$ cat src/rtl/rgb656_fmt.sv
module rgb656_fmt #(
  parameter int ACT_PIX   = 720,
  parameter int HBL_BYTES = 268,
  parameter int VBL_LINES = 20,
  parameter int ACT_LINES = 243,
  localparam int RW = $clog2(2*ACT_LINES),
  localparam int CW = $clog2(ACT_PIX)
) (
  input  logic          clk,
  input  logic          rst_n,
  input  logic [23:0]   pix_rgb,
  output logic          px_rd,
  output logic [RW-1:0] px_row,
  output logic [CW-1:0] px_col,
  output logic [7:0]    vid_byte
);
  localparam int LINE_BYTES = 8 + HBL_BYTES + 2*ACT_PIX;
  localparam int FLD_LINES  = VBL_LINES + ACT_LINES;
  localparam int HW = $clog2(LINE_BYTES);
  localparam int VW = $clog2(FLD_LINES);
  localparam logic [HW-1:0] SAV0  = HW'(4 + HBL_BYTES);
  localparam logic [HW-1:0] ACT0  = HW'(8 + HBL_BYTES);
  localparam logic [HW-1:0] HLAST = HW'(LINE_BYTES - 1);
  localparam logic [VW-1:0] VLAST = VW'(FLD_LINES - 1);
  localparam logic [VW-1:0] VBL   = VW'(VBL_LINES);

  logic [HW-1:0] hc;
  logic [VW-1:0] vc;
  logic          fld;
  logic [7:0]    y0_r, cr_r, y1_r, nxt;

  wire vblk  = vc < VBL;
  wire in_e  = hc < HW'(4);
  wire in_s  = hc >= SAV0 && hc < ACT0;
  wire in_a  = hc >= ACT0;
  wire [HW-1:0] aofs = hc - ACT0;
  wire [HW-1:0] sofs = hc - SAV0;
  wire [VW-1:0] lrow = vc - VBL;
  wire [1:0]    cpos = in_e ? hc[1:0] : sofs[1:0];
  wire [7:0]    xy = {1'b1, fld, vblk, in_e, vblk ^ in_e, fld ^ in_e, fld ^ vblk, fld ^ vblk ^ in_e};

  assign px_rd  = in_a && !vblk && !aofs[0];
  assign px_col = CW'(aofs >> 1);
  assign px_row = RW'({lrow, fld});

  wire signed [19:0] rs = $signed({12'd0, pix_rgb[23:16]});
  wire signed [19:0] gs = $signed({12'd0, pix_rgb[15:8]});
  wire signed [19:0] bs = $signed({12'd0, pix_rgb[7:0]});
  wire signed [19:0] yv  = ((20'sd66 * rs + 20'sd129 * gs + 20'sd25 * bs + 20'sd128) >>> 8) + 20'sd16;
  wire signed [19:0] cbv = ((20'sd112 * bs - 20'sd38 * rs - 20'sd74 * gs + 20'sd128) >>> 8) + 20'sd128;
  wire signed [19:0] crv = ((20'sd112 * rs - 20'sd94 * gs - 20'sd18 * bs + 20'sd128) >>> 8) + 20'sd128;

  function automatic logic [7:0] clip(input logic signed [19:0] v, input logic [7:0] hi);
    if (v < 20'sd16) return 8'd16;
    else if (v > $signed({12'd0, hi})) return hi;
    else return v[7:0];
  endfunction

  wire [7:0] y_c  = clip(yv, 8'd235);
  wire [7:0] cb_c = clip(cbv, 8'd240);
  wire [7:0] cr_c = clip(crv, 8'd240);

  always_comb begin
    if (in_e || in_s) begin
      case (cpos)
        2'd0:    nxt = 8'hFF;
        2'd3:    nxt = xy;
        default: nxt = 8'h00;
      endcase
    end else if (!in_a || vblk) begin
      nxt = hc[0] ? 8'h10 : 8'h80;
    end else begin
      case (aofs[1:0])
        2'd0:    nxt = cb_c;
        2'd1:    nxt = y0_r;
        2'd2:    nxt = cr_r;
        default: nxt = y1_r;
      endcase
    end
  end

  always_ff @(posedge clk or negedge rst_n) begin
    if (!rst_n) begin
      hc <= '0; vc <= '0; fld <= 1'b0;
      vid_byte <= 8'h10;
      y0_r <= 8'h10; cr_r <= 8'h80; y1_r <= 8'h10;
    end else begin
      vid_byte <= nxt;
      if (px_rd && !aofs[1]) begin
        y0_r <= y_c;
        cr_r <= cr_c;
      end
      if (px_rd && aofs[1]) y1_r <= y_c;
      if (hc == HLAST) begin
        hc <= '0;
        if (vc == VLAST) begin
          vc  <= '0;
          fld <= ~fld;
        end else begin
          vc <= vc + 1'b1;
        end
      end else begin
        hc <= hc + 1'b1;
      end
    end
  end

  AST_RD_GAP: assert property (@(posedge clk) disable iff (!rst_n)
    px_rd |=> !px_rd);
  AST_ROW_FIELD: assert property (@(posedge clk) disable iff (!rst_n)
    px_rd |-> px_row[0] == fld);
  AST_CODE_PREFIX: assert property (@(posedge clk) disable iff (!rst_n)
    vid_byte == 8'hFF |=> vid_byte == 8'h00);
  AST_XY_PROT: assert property (@(posedge clk) disable iff (!rst_n)
    ($past(vid_byte, 3) == 8'hFF && $past(vid_byte, 2) == 8'h00 && $past(vid_byte) == 8'h00)
    |-> (vid_byte[7] && vid_byte[3] == (vid_byte[5] ^ vid_byte[4]) && vid_byte[2] == (vid_byte[6] ^ vid_byte[4])
         && vid_byte[1] == (vid_byte[6] ^ vid_byte[5]) && vid_byte[0] == (^vid_byte[6:4])));
  AST_DATA_RANGE: assert property (@(posedge clk) disable iff (!rst_n)
    $past(in_a && !vblk) |-> (vid_byte >= 8'd16 && vid_byte <= 8'd240));
endmodule

$ cat config.mk
export PLATFORM = sky130hd
export DESIGN_NAME = rgb656_fmt
export DESIGN_NICKNAME = d
export VERILOG_FILES = /design/src/rtl/rgb656_fmt.sv
export SDC_FILE = /design/constraint.sdc
export NUM_CORES = 1
export LEC_CHECK = 0
export BUFFER_PORTS_ARGS = -buffer_cell sky130_fd_sc_hd__buf_2
export CAP_MARGIN = 10
export CORE_MARGIN = 5
export CORE_UTILIZATION = 42
export CTS_BUF_LIST = sky130_fd_sc_hd__clkbuf_8 sky130_fd_sc_hd__clkbuf_16
export DETAILED_ROUTE_END_ITERATION = 16
export SETUP_SLACK_MARGIN = 0.5
export SYNTH_ARGS = -nofsm -noshare
export SYNTH_HDL_FRONTEND = slang
export SYNTH_SLANG_ARGS = --single-unit
$ cat constraint.sdc
create_clock -name clk -period 5.71 [get_ports clk]
set_input_delay 0 -clock clk [delete_from_list [all_inputs] [get_ports clk]]
set_output_delay 0 -clock clk [all_outputs]
set_load 0.02 [all_outputs]
# --- Yosys cells after proc, flatten, opt, wreduce, memory -nomap -nowiden ---
# Cells that the tools add are included.
totals:
  ff_bits: 53
  inputBits: 26
  out_inout_bits: 28
  word_cells: 82
op_classes:
  addsub: 17
  multipliers: 9
  magnitude_cmp: 11
  eq_ne: 5
  n_mux: 14
  bitwise_logic: 5
  n_reduce_logical: 14
ops:
  columns: ["cell", "count"]
  rows:
  - ["two-way mux 8 bit", 9]
  - ["multiplier 6 x 8 -> 14 bit (first input constant)", 3]
  - ["adder 17 x 9 -> 18 bit (second input constant)", 2]
  - ["multiplier 5 x 8 -> 13 bit (first input constant)", 2]
  - ["one-hot mux 8 bit (3 select lines)", 1]
  - ["adder 10 x 9 -> 11 bit (second input constant)", 2]
  - ["greater-or-equal comparator 11 x 9 -> 1 bit (second input constant)", 2]
  - ["> comparator 11 x 9 -> 1 bit (second input constant)", 2]
  - ["less-than comparator 11 x 6 -> 1 bit (second input constant)", 2]
  - ["multiplier 3 x 8 -> 11 bit (first input constant)", 2]
  - ["adder 18 x 8 -> 19 bit (second input constant)", 1]
  - ["adder 17 x 13 -> 18 bit", 1]
  - ["adder 15 x 16 -> 17 bit", 1]
  - ["subtractor 16 x 14 -> 17 bit", 1]
  - ["subtractor 16 x 16 -> 17 bit", 1]
  - ["multiplier 8 x 8 -> 16 bit (first input constant)", 1]
  - ["one-hot mux 8 bit (2 select lines)", 1]
  - ["subtractor 15 x 14 -> 16 bit", 1]
  - ["subtractor 15 x 15 -> 16 bit", 1]
  - ["adder 11 x 5 -> 12 bit (second input constant)", 1]
  - ["> comparator 12 x 8 -> 1 bit (second input constant)", 1]
  - ["less-than comparator 12 x 5 -> 1 bit (second input constant)", 1]
  - ["multiplier 4 x 8 -> 12 bit (first input constant)", 1]
  - ["adder 11 x 1 -> 11 bit (second input constant)", 1]
  - ["21 further kinds", 34]

# --- Depth between registers and ports, before layout ---
# Gate-level depths: netlist (run 1).
depth:
  word_depth: 11
  ltp_mapped: 34
  mapped_depth_nobuf: 33

# --- Worst setup path before layout (run 1) ---
# No wires, ideal clock.
synth_timing:
  path_type: "in2reg"
  startpoint: "input pix_rgb[10]"
  endpoint: "register cr_r[4]"
  setup_time_ns: 0.126
  t_arrival_ns: 6.641
  required_time_ns: 5.584
  setup_slack_ns: -1.057
  cell_stages: 31
  n_path_buf: 0
  path_cell_list: "inv_1 -> fa_1 -> inv_1 -> ha_1 -> inv_1 -> fa_1 -> inv_1 -> fa_1 -> a21o_1 -> a21oi_1 -> o21bai_1 -> a21oi_1 -> xnor2_1 -> ha_1 -> or2_2 -> o31ai_1 -> a21oi_1 -> xor2_1 -> ha_1 -> ha_1 -> nand4_1 -> and3b_1 -> nor3_1 -> o21bai_2 -> a21oi_1 -> inv_1 -> ha_1 -> nand2b_1 -> maj3_1 -> o32a_1 -> o32a_1"
synth_between:
  elab_chain_cells: 8
  elab_cells_between_ends: 9
  classes_between: "add/sub (4); mul (1); order compare (2); mux (2)"
synth_rtl:
  columns: ["item", "line_no", "text"]
  rows:
  - ["from (decl)", "11", "input logic [23:0] pix_rgb,"]
  - ["multiplier 6 x 8 -> 14 bit (*)", "51", "wire signed [19:0] crv = ((20'sd112 * rs - 20'sd94 * gs - 20'sd18 * bs + 20'sd128) >>> 8) + 20'sd128;"]
  - ["subtractor 15 x 15 -> 16 bit (*)", "51", null]
  - ["subtractor 16 x 14 -> 17 bit (*)", "51", null]
  - ["adder 17 x 9 -> 18 bit (*)", "51", null]
  - ["adder 10 x 9 -> 11 bit (*)", "51", null]
  - ["> comparator 11 x 9 -> 1 bit", "55", "else if (v > $signed({12'd0, hi})) return hi;"]
  - ["two-way mux 8 bit", "55", null]
  - ["two-way mux 8 bit (*)", "54", "if (v < 20'sd16) return 8'd16;"]
  - ["to (signal assigned)", "91", "cr_r <= cr_c;"]
  - ["to (decl)", "30", "logic [7:0] y0_r, cr_r, y1_r, nxt;"]
# Mark *: on every way between the ends. The rest lies on a longest branch, timed or not.
# A chain may end at the register's enable or synchronous reset.

# --- Final worst setup path (run 1) ---
layout_timing:
  startpoint: "input pix_rgb[11]"
  endpoint: "register cr_r[2]"
# Same word-level chain as after synthesis.

==> run summary, run 1 <==
H-Tree Level Count: 2
Worst Hold Class: input port to async pin
Synth warn: 0
Fin. max-slew vios: 0
Global-route wire length before repair: 49600 um
Worst-Margin Slew: 1.07 ns
Clk sinks: 53
# DRC: 0
Routability cong.: 0.916
CP max stage delay: 0.53 ns
WL final: 30500 um
Clock Latency Late Sink: 0.30 ns
Top delay family on crit path: adder cells
Post-Synthesis Cell Area: 0.0113 mm2
Yosys reg bits: 53
Post-synth EDFFs: 0
Post-Synthesis Cells: 1267
Crit. End Element: flop
Worst Slack Setup Final: -0.484 ns
Ant. Diodes: 0
Layout area overhead: 35.4%
Placed Cells: 1843
Overflow after GRT: 0
Initial core utilization: 0.424
Final HPWL DP: 25200 um
Hold Vio Cnt, Final: 0
Buf/Inv on CP: 5
Pre-antenna DRT Iters: 4
Fmax achieved: 0.161 GHz
Worst Path Max Fanout: 5
Share of the synthesized area in the top cell type: 0.296
Cell taking the most area after synthesis: ha_1
# IOs: 54
Routed WL per cell: 16.1 um
Die span in y: 174 um
Failing checks: setup timing
Number of cell rows: 60
CTS clock-pin slew for the worst setup and hold paths: 0.08 ns
Crit-path most repeated cell: ha_4
Critical path's slowest cell: fa_1
Port buffer count: 53
CP startpoint kind: input port
Reg-to-reg endpoint: y1_r[4]
Crit Path Class: input port to flop
Antenna viol nets, final: 0
Vias/cell: 5.16
Initial antenna violation count: 0
Final nets: 1919
Most frequent cells after synthesis: ha_1 (268), inv_1 (183), xnor2_1 (80), a21oi_1 (77), nor2_1 (71)
Share of layout cells above drive strength 1: 0.347
CP required: 5.96 ns
Avg Inst Size Synth: 8.94 um2
Fillers: 2384
Most frequent cell after synthesis: ha_1
Vias in the first global route: 10200
WP depth: 32
Reg-to-Reg Start: vc[2]
Post-synthesis sequential area ratio: 0.118
Syn_nets: 1629
CTS Buf Count: 5
Post-route clock period utilization: 1.08
Outcome: complete, but fails checks
Clock Tree Root: clkbuf_16
All-Layer GR Usage: 0.197
RSZ-0062 raised after global routing: true
Total core area: 0.0267 mm2
Die width: 174 um
R2R Setup Slk: 2.74 ns
CTS tree: yes
Pin count of the biggest net entering global routing: 54
Yosys cell types: 88
Total number of vias: 9790
Crit path DAT: 6.44 ns
Full die area: 0.0304 mm2
Final setup violating endpoints: 27
Dominant synthesized flop cell: dfrtp_1
Relative slew slack: 0.283
Worst-case reg-to-reg path depth: 8
Top cells by area, synth: ha_1 (30%), fa_1 (12%), dfrtp_1 (11%), xnor2_1 (6.2%), inv_1 (6.1%)
Max-cap violations: 0
Start point of the critical path: pix_rgb[11]
Max clock buf depth: 2
Worst Skew: 0.00951 ns
Setup crit end: cr_r[2]
Starting DRT DRC Count: 368
Async SR Flop Fraction: 1.00
Post-Layout Cell Count: 1899
Final period demand of the worst path: 6.19 ns
cells by family (layout without fill, tap and decap cells):
kind of cell	count (synthesis)	after routing	share of synthesized area
simple gates	234	234	0.105
fa+ha+maj	339	339	0.419
xor+xnor	124	124	0.0965
flops	53	53	0.118
compound gates	296	296	0.183
buf+inv	221	512	0.0784
sequential cells by signal, indices dropped and copies added, names as in the netlist:
signal / flops
fld: 1
vc: 9
vid_byte: 8
cr_r: 8
hc: 11
y0_r: 8
y1_r: 8
metal layers:
| layer | track usage | wire (um) |
|---|---|---|
| met5 | 0 | 0 |
| met4 | 0.0584 | 905 |
| met3 | 0.0141 | 753 |
| met2 | 0.371 | 16000 |
| met1 | 0.237 | 12800 |
cell type report:
type,instances,area (um2),area share
Multi-Input combinational cell,993,10300,0.674
Timing Repair Buffer,321,2390,0.156
Sequential cell,53,1330,0.0868
Inverter,183,697,0.0454
Tap cell,341,427,0.0278
Clock buffer,5,125,0.00816
Clock inverter,3,28.8,0.00188
worst min-delay path by stage:
stage / end / startpoint / slack [ns]
6_report: vc[3] / rst_n / 0.33
5_1_grt: vc[3] / rst_n / 0.42
4_1_cts: y1_r[5] / rst_n / 0.37
3_5_place_dp: vc[2] / rst_n / 0.16
3_3_place_gp: vc[2] / rst_n / 0.16
2_1_floorplan: cr_r[0] / rst_n / -0.30
what timing repair did:
action                     4_1_cts  5_1_grt
gates cloned                     0        0
setup buffers                   34       13
pin swaps                       94       85
gates resized for setup         98       71
hold buffers                     1        0
setup endpoints to repair       32       32
hold endpoints to repair        49        0
per-stage QoR:
stage	utilization	hold WS, ns	cell area [um2]	worst slack, ns	setup TNS [ns]
floorplan	-	-0.296	11700	-0.460	-3.55
global placement	0.520	0.160	13900	-0.891	-21.35
detailed placement	0.520	0.156	13900	-1.05	-23.20
CTS	0.556	0.371	14900	-0.368	-4.29
global route	0.574	0.422	15300	-0.769	-11.66
finish	0.574	0.331	15300	-0.484	-4.73
placed cells by master (no fill, tap or decap), drive strengths merged, types with 11 or more instances in the layout:
cell type  Yosys  routed
inv          183     184
xor2          44      44
a21o          27      27
a211oi        12      12
a221o         11      11
ha           268     268
a21oi         79      79
dfrtp         49      49
xnor2         80      80
fa            68      68
buf           18     320
nor2b         12      12
o21ai         55      55
nor2          75      75
and2          11      11
nand2         54      54
nor3          16      16
o21bai        23      23
nand3         17      17
worst register-to-register path, stage by stage, from the launching register on:
cell and delay [ns]:
dfrtp_1 0.44, o21ai_0 0.31, nand2_1 0.14, nor3_1 0.58
a31oi_2 0.23, and2_1 0.26, nand2_1 0.48, nor2_4 0.15
a221o_1 0.32
Power of run 1 is not shown: default switching activity piles up to over one toggle a cycle in this logic, so the estimate is an artifact.
==> inputs of run 2 (changes only) <==
==> constraint.sdc (replaced) <==
create_clock -name clk -period 6.5 [get_ports clk]
set_input_delay 0 -clock clk [delete_from_list [all_inputs] [get_ports clk]]
set_output_delay 0 -clock clk [all_outputs]
set_load 0.02 [all_outputs]
==> run summary, run 2 (synthesis gave the netlist of run 1 again) <==
Max reg flops: 11 (unchanged)
Layout area overhead: 21.0% (was 35.4%)
Critical path's slowest cell: fa_1 (unchanged)
Layout Utilization: 0.513 (was 0.574)
Most frequent cells in the layout: ha_1 (237), inv_1 (174), buf_4 (120) (was buf_4 (261), ha_1 (223), inv_1 (167))
Final HPWL DP: 24200 um (was 25200 um)
Commonest non-fill, non-tap cell in the layout: ha_1 (was buf_4)
Global-route wire length before repair: 47100 um (was 49600 um)
Port buffer count: 53 (unchanged)
Max clock buf depth: 2 (unchanged)
Vias/cell: 5.21 (was 5.16)
Routed WL per cell: 16.3 um (was 16.1 um)
Worst Hold Class: input port to async pin (unchanged)
Outcome: finished, final reports clean (was complete, but fails checks)
Worst Path Max Fanout: 5 (unchanged)
RSZ-0062 raised after global routing: true (unchanged)
Post-route clock period utilization: 0.945
Full die area: 0.0304 mm2 (unchanged)
Share of layout cells above drive strength 1: 0.241 (was 0.347)
Antenna viol nets, final: 0 (unchanged)
WL final: 28500 um (was 30500 um)
Vias in the first global route: 9405 (was 10200)
Worst-Margin Slew: 1.12 ns (was 1.07 ns)
CP required: 6.68 ns (was 5.96 ns)
# DRC: 0 (unchanged)
Routability cong.: 0.866 (was 0.916)
CTS clock-pin slew for the worst setup and hold paths: 0.07 ns (was 0.08 ns)
Clock Tree Root: clkbuf_16 (unchanged)
Max-cap violations: 0 (unchanged)
Fin. max-slew vios: 0 (unchanged)
All-Layer GR Usage: 0.186 (was 0.197)
Initial core utilization: 0.424 (unchanged)
CP startpoint kind: input port (unchanged)
Crit. End Element: flop (unchanged)
Die span in y: 174 um (unchanged)
Placed Cells: 1721 (was 1843)
Post-Layout Cell Count: 1753 (was 1899)
Number of cell rows: 60 (unchanged)
Overflow after GRT: 0 (unchanged)
CP max stage delay: 0.53 ns (about the same)
Clock Latency Late Sink: 0.29 ns (was 0.30 ns)
Pin count of the biggest net entering global routing: 54 (unchanged)
Final TNS setup: 0 ns (was -4.73 ns)
Fmax achieved: 0.163 GHz
H-Tree Level Count: 2 (unchanged)
Final nets: 1773 (was 1919)
Starting DRT DRC Count: 531 (was 368)
Clk sinks: 53 (unchanged)
Crit Path Class: input port to flop (unchanged)
Final setup violating endpoints: 0 (was 27)
Largest registers: hc (11), vc (9) (unchanged)
Initial antenna violation count: 0 (unchanged)
Worst Skew: 0.00210 ns (was 0.00951 ns)
# IOs: 54 (unchanged)
Crit path DAT: 6.32 ns (was 6.44 ns)
CTS tree: yes (unchanged)
Total core area: 0.0267 mm2 (unchanged)
CTS Buf Count: 5 (unchanged)
Hold Vio Cnt, Final: 0 (unchanged)
Pre-antenna DRT Iters: 5 (was 4)
Crit-path most repeated cell: inv_1 (was ha_4)
Top reg by flops: hc (unchanged)
Final period demand of the worst path: 6.14 ns
Die width: 174 um (unchanged)
Total number of vias: 9136 (was 9790)
Relative slew slack: 0.248 (was 0.283)
Ant. Diodes: 0 (unchanged)
## run 2: metrics by stage
step | worst slack [ns] | hold slack [ns] | cell area, um2
2_1_floorplan | 0.330 | -0.296 | 11500
3_3_place_gp | -0.0318 | 0.162 | 12700
3_5_place_dp | -0.112 | 0.179 | 12700
4_1_cts | 0.321 | 0.416 | 13200
5_1_grt | 0.0795 | 0.453 | 13700
6_report | 0.359 | 0.353 | 13700
## run 2: metal layers
| layer | vias up | wire length (um) | global-route usage |
|---|---|---|---|
| li1 | 4668 | - | - |
| met1 | 4299 | 12600 | 0.243 |
| met2 | 146 | 14500 | 0.342 |
| met3 | 23 | 870 | 0.0133 |
| met4 | 0 | 478 | 0.0330 |
| met5 | - | 0 | 0 |
## run 2: worst paths after layout
path	start	endpoint	slack (ns)	depth (start not counted)
worst min-delay path	rst_n	vc[4]	0.35	3
worst max-delay path	pix_rgb[13]	cr_r[4]	0.36	30
max in group asynchronous	rst_n	hc[9]	5.68	3
worst max register to register	vc[2]	y1_r[4]	3.56	8
worst min register to register	cr_r[7]	cr_r[7]	0.48	2
min in group clk	cr_r[7]	cr_r[7]	0.48	2
## run 2: area by class of cell
class	count	area, um2
repair buffers	175	1230
inverters	183	694
flip-flops and latches	53	1330
clock inverters	1	8.76
well taps	341	427
multi-input cells	993	9860
fillers	2529	13000
clock buffers	7	153
## run 2: critical path: cells and delay by family
| kind | cells | cell delay (ns) |
|---|---|---|
| compound gates | 7 | 1.25 |
| fa+ha+maj | 9 | 3.27 |
| simple gates | 5 | 0.84 |
| buf+inv | 6 | 0.45 |
| xor+xnor | 3 | 0.50 |
## run 2: repair_timing
action | in CTS | in global routing
setup endpoints to repair | 30 | 30
hold buffers | 1 | 0
resized for setup | 43 | 87
pin swaps | 35 | 81
hold endpoints to repair | 49 | 0
buffers inserted | 8 | 15
Power of run 2 is left out for the same reason.
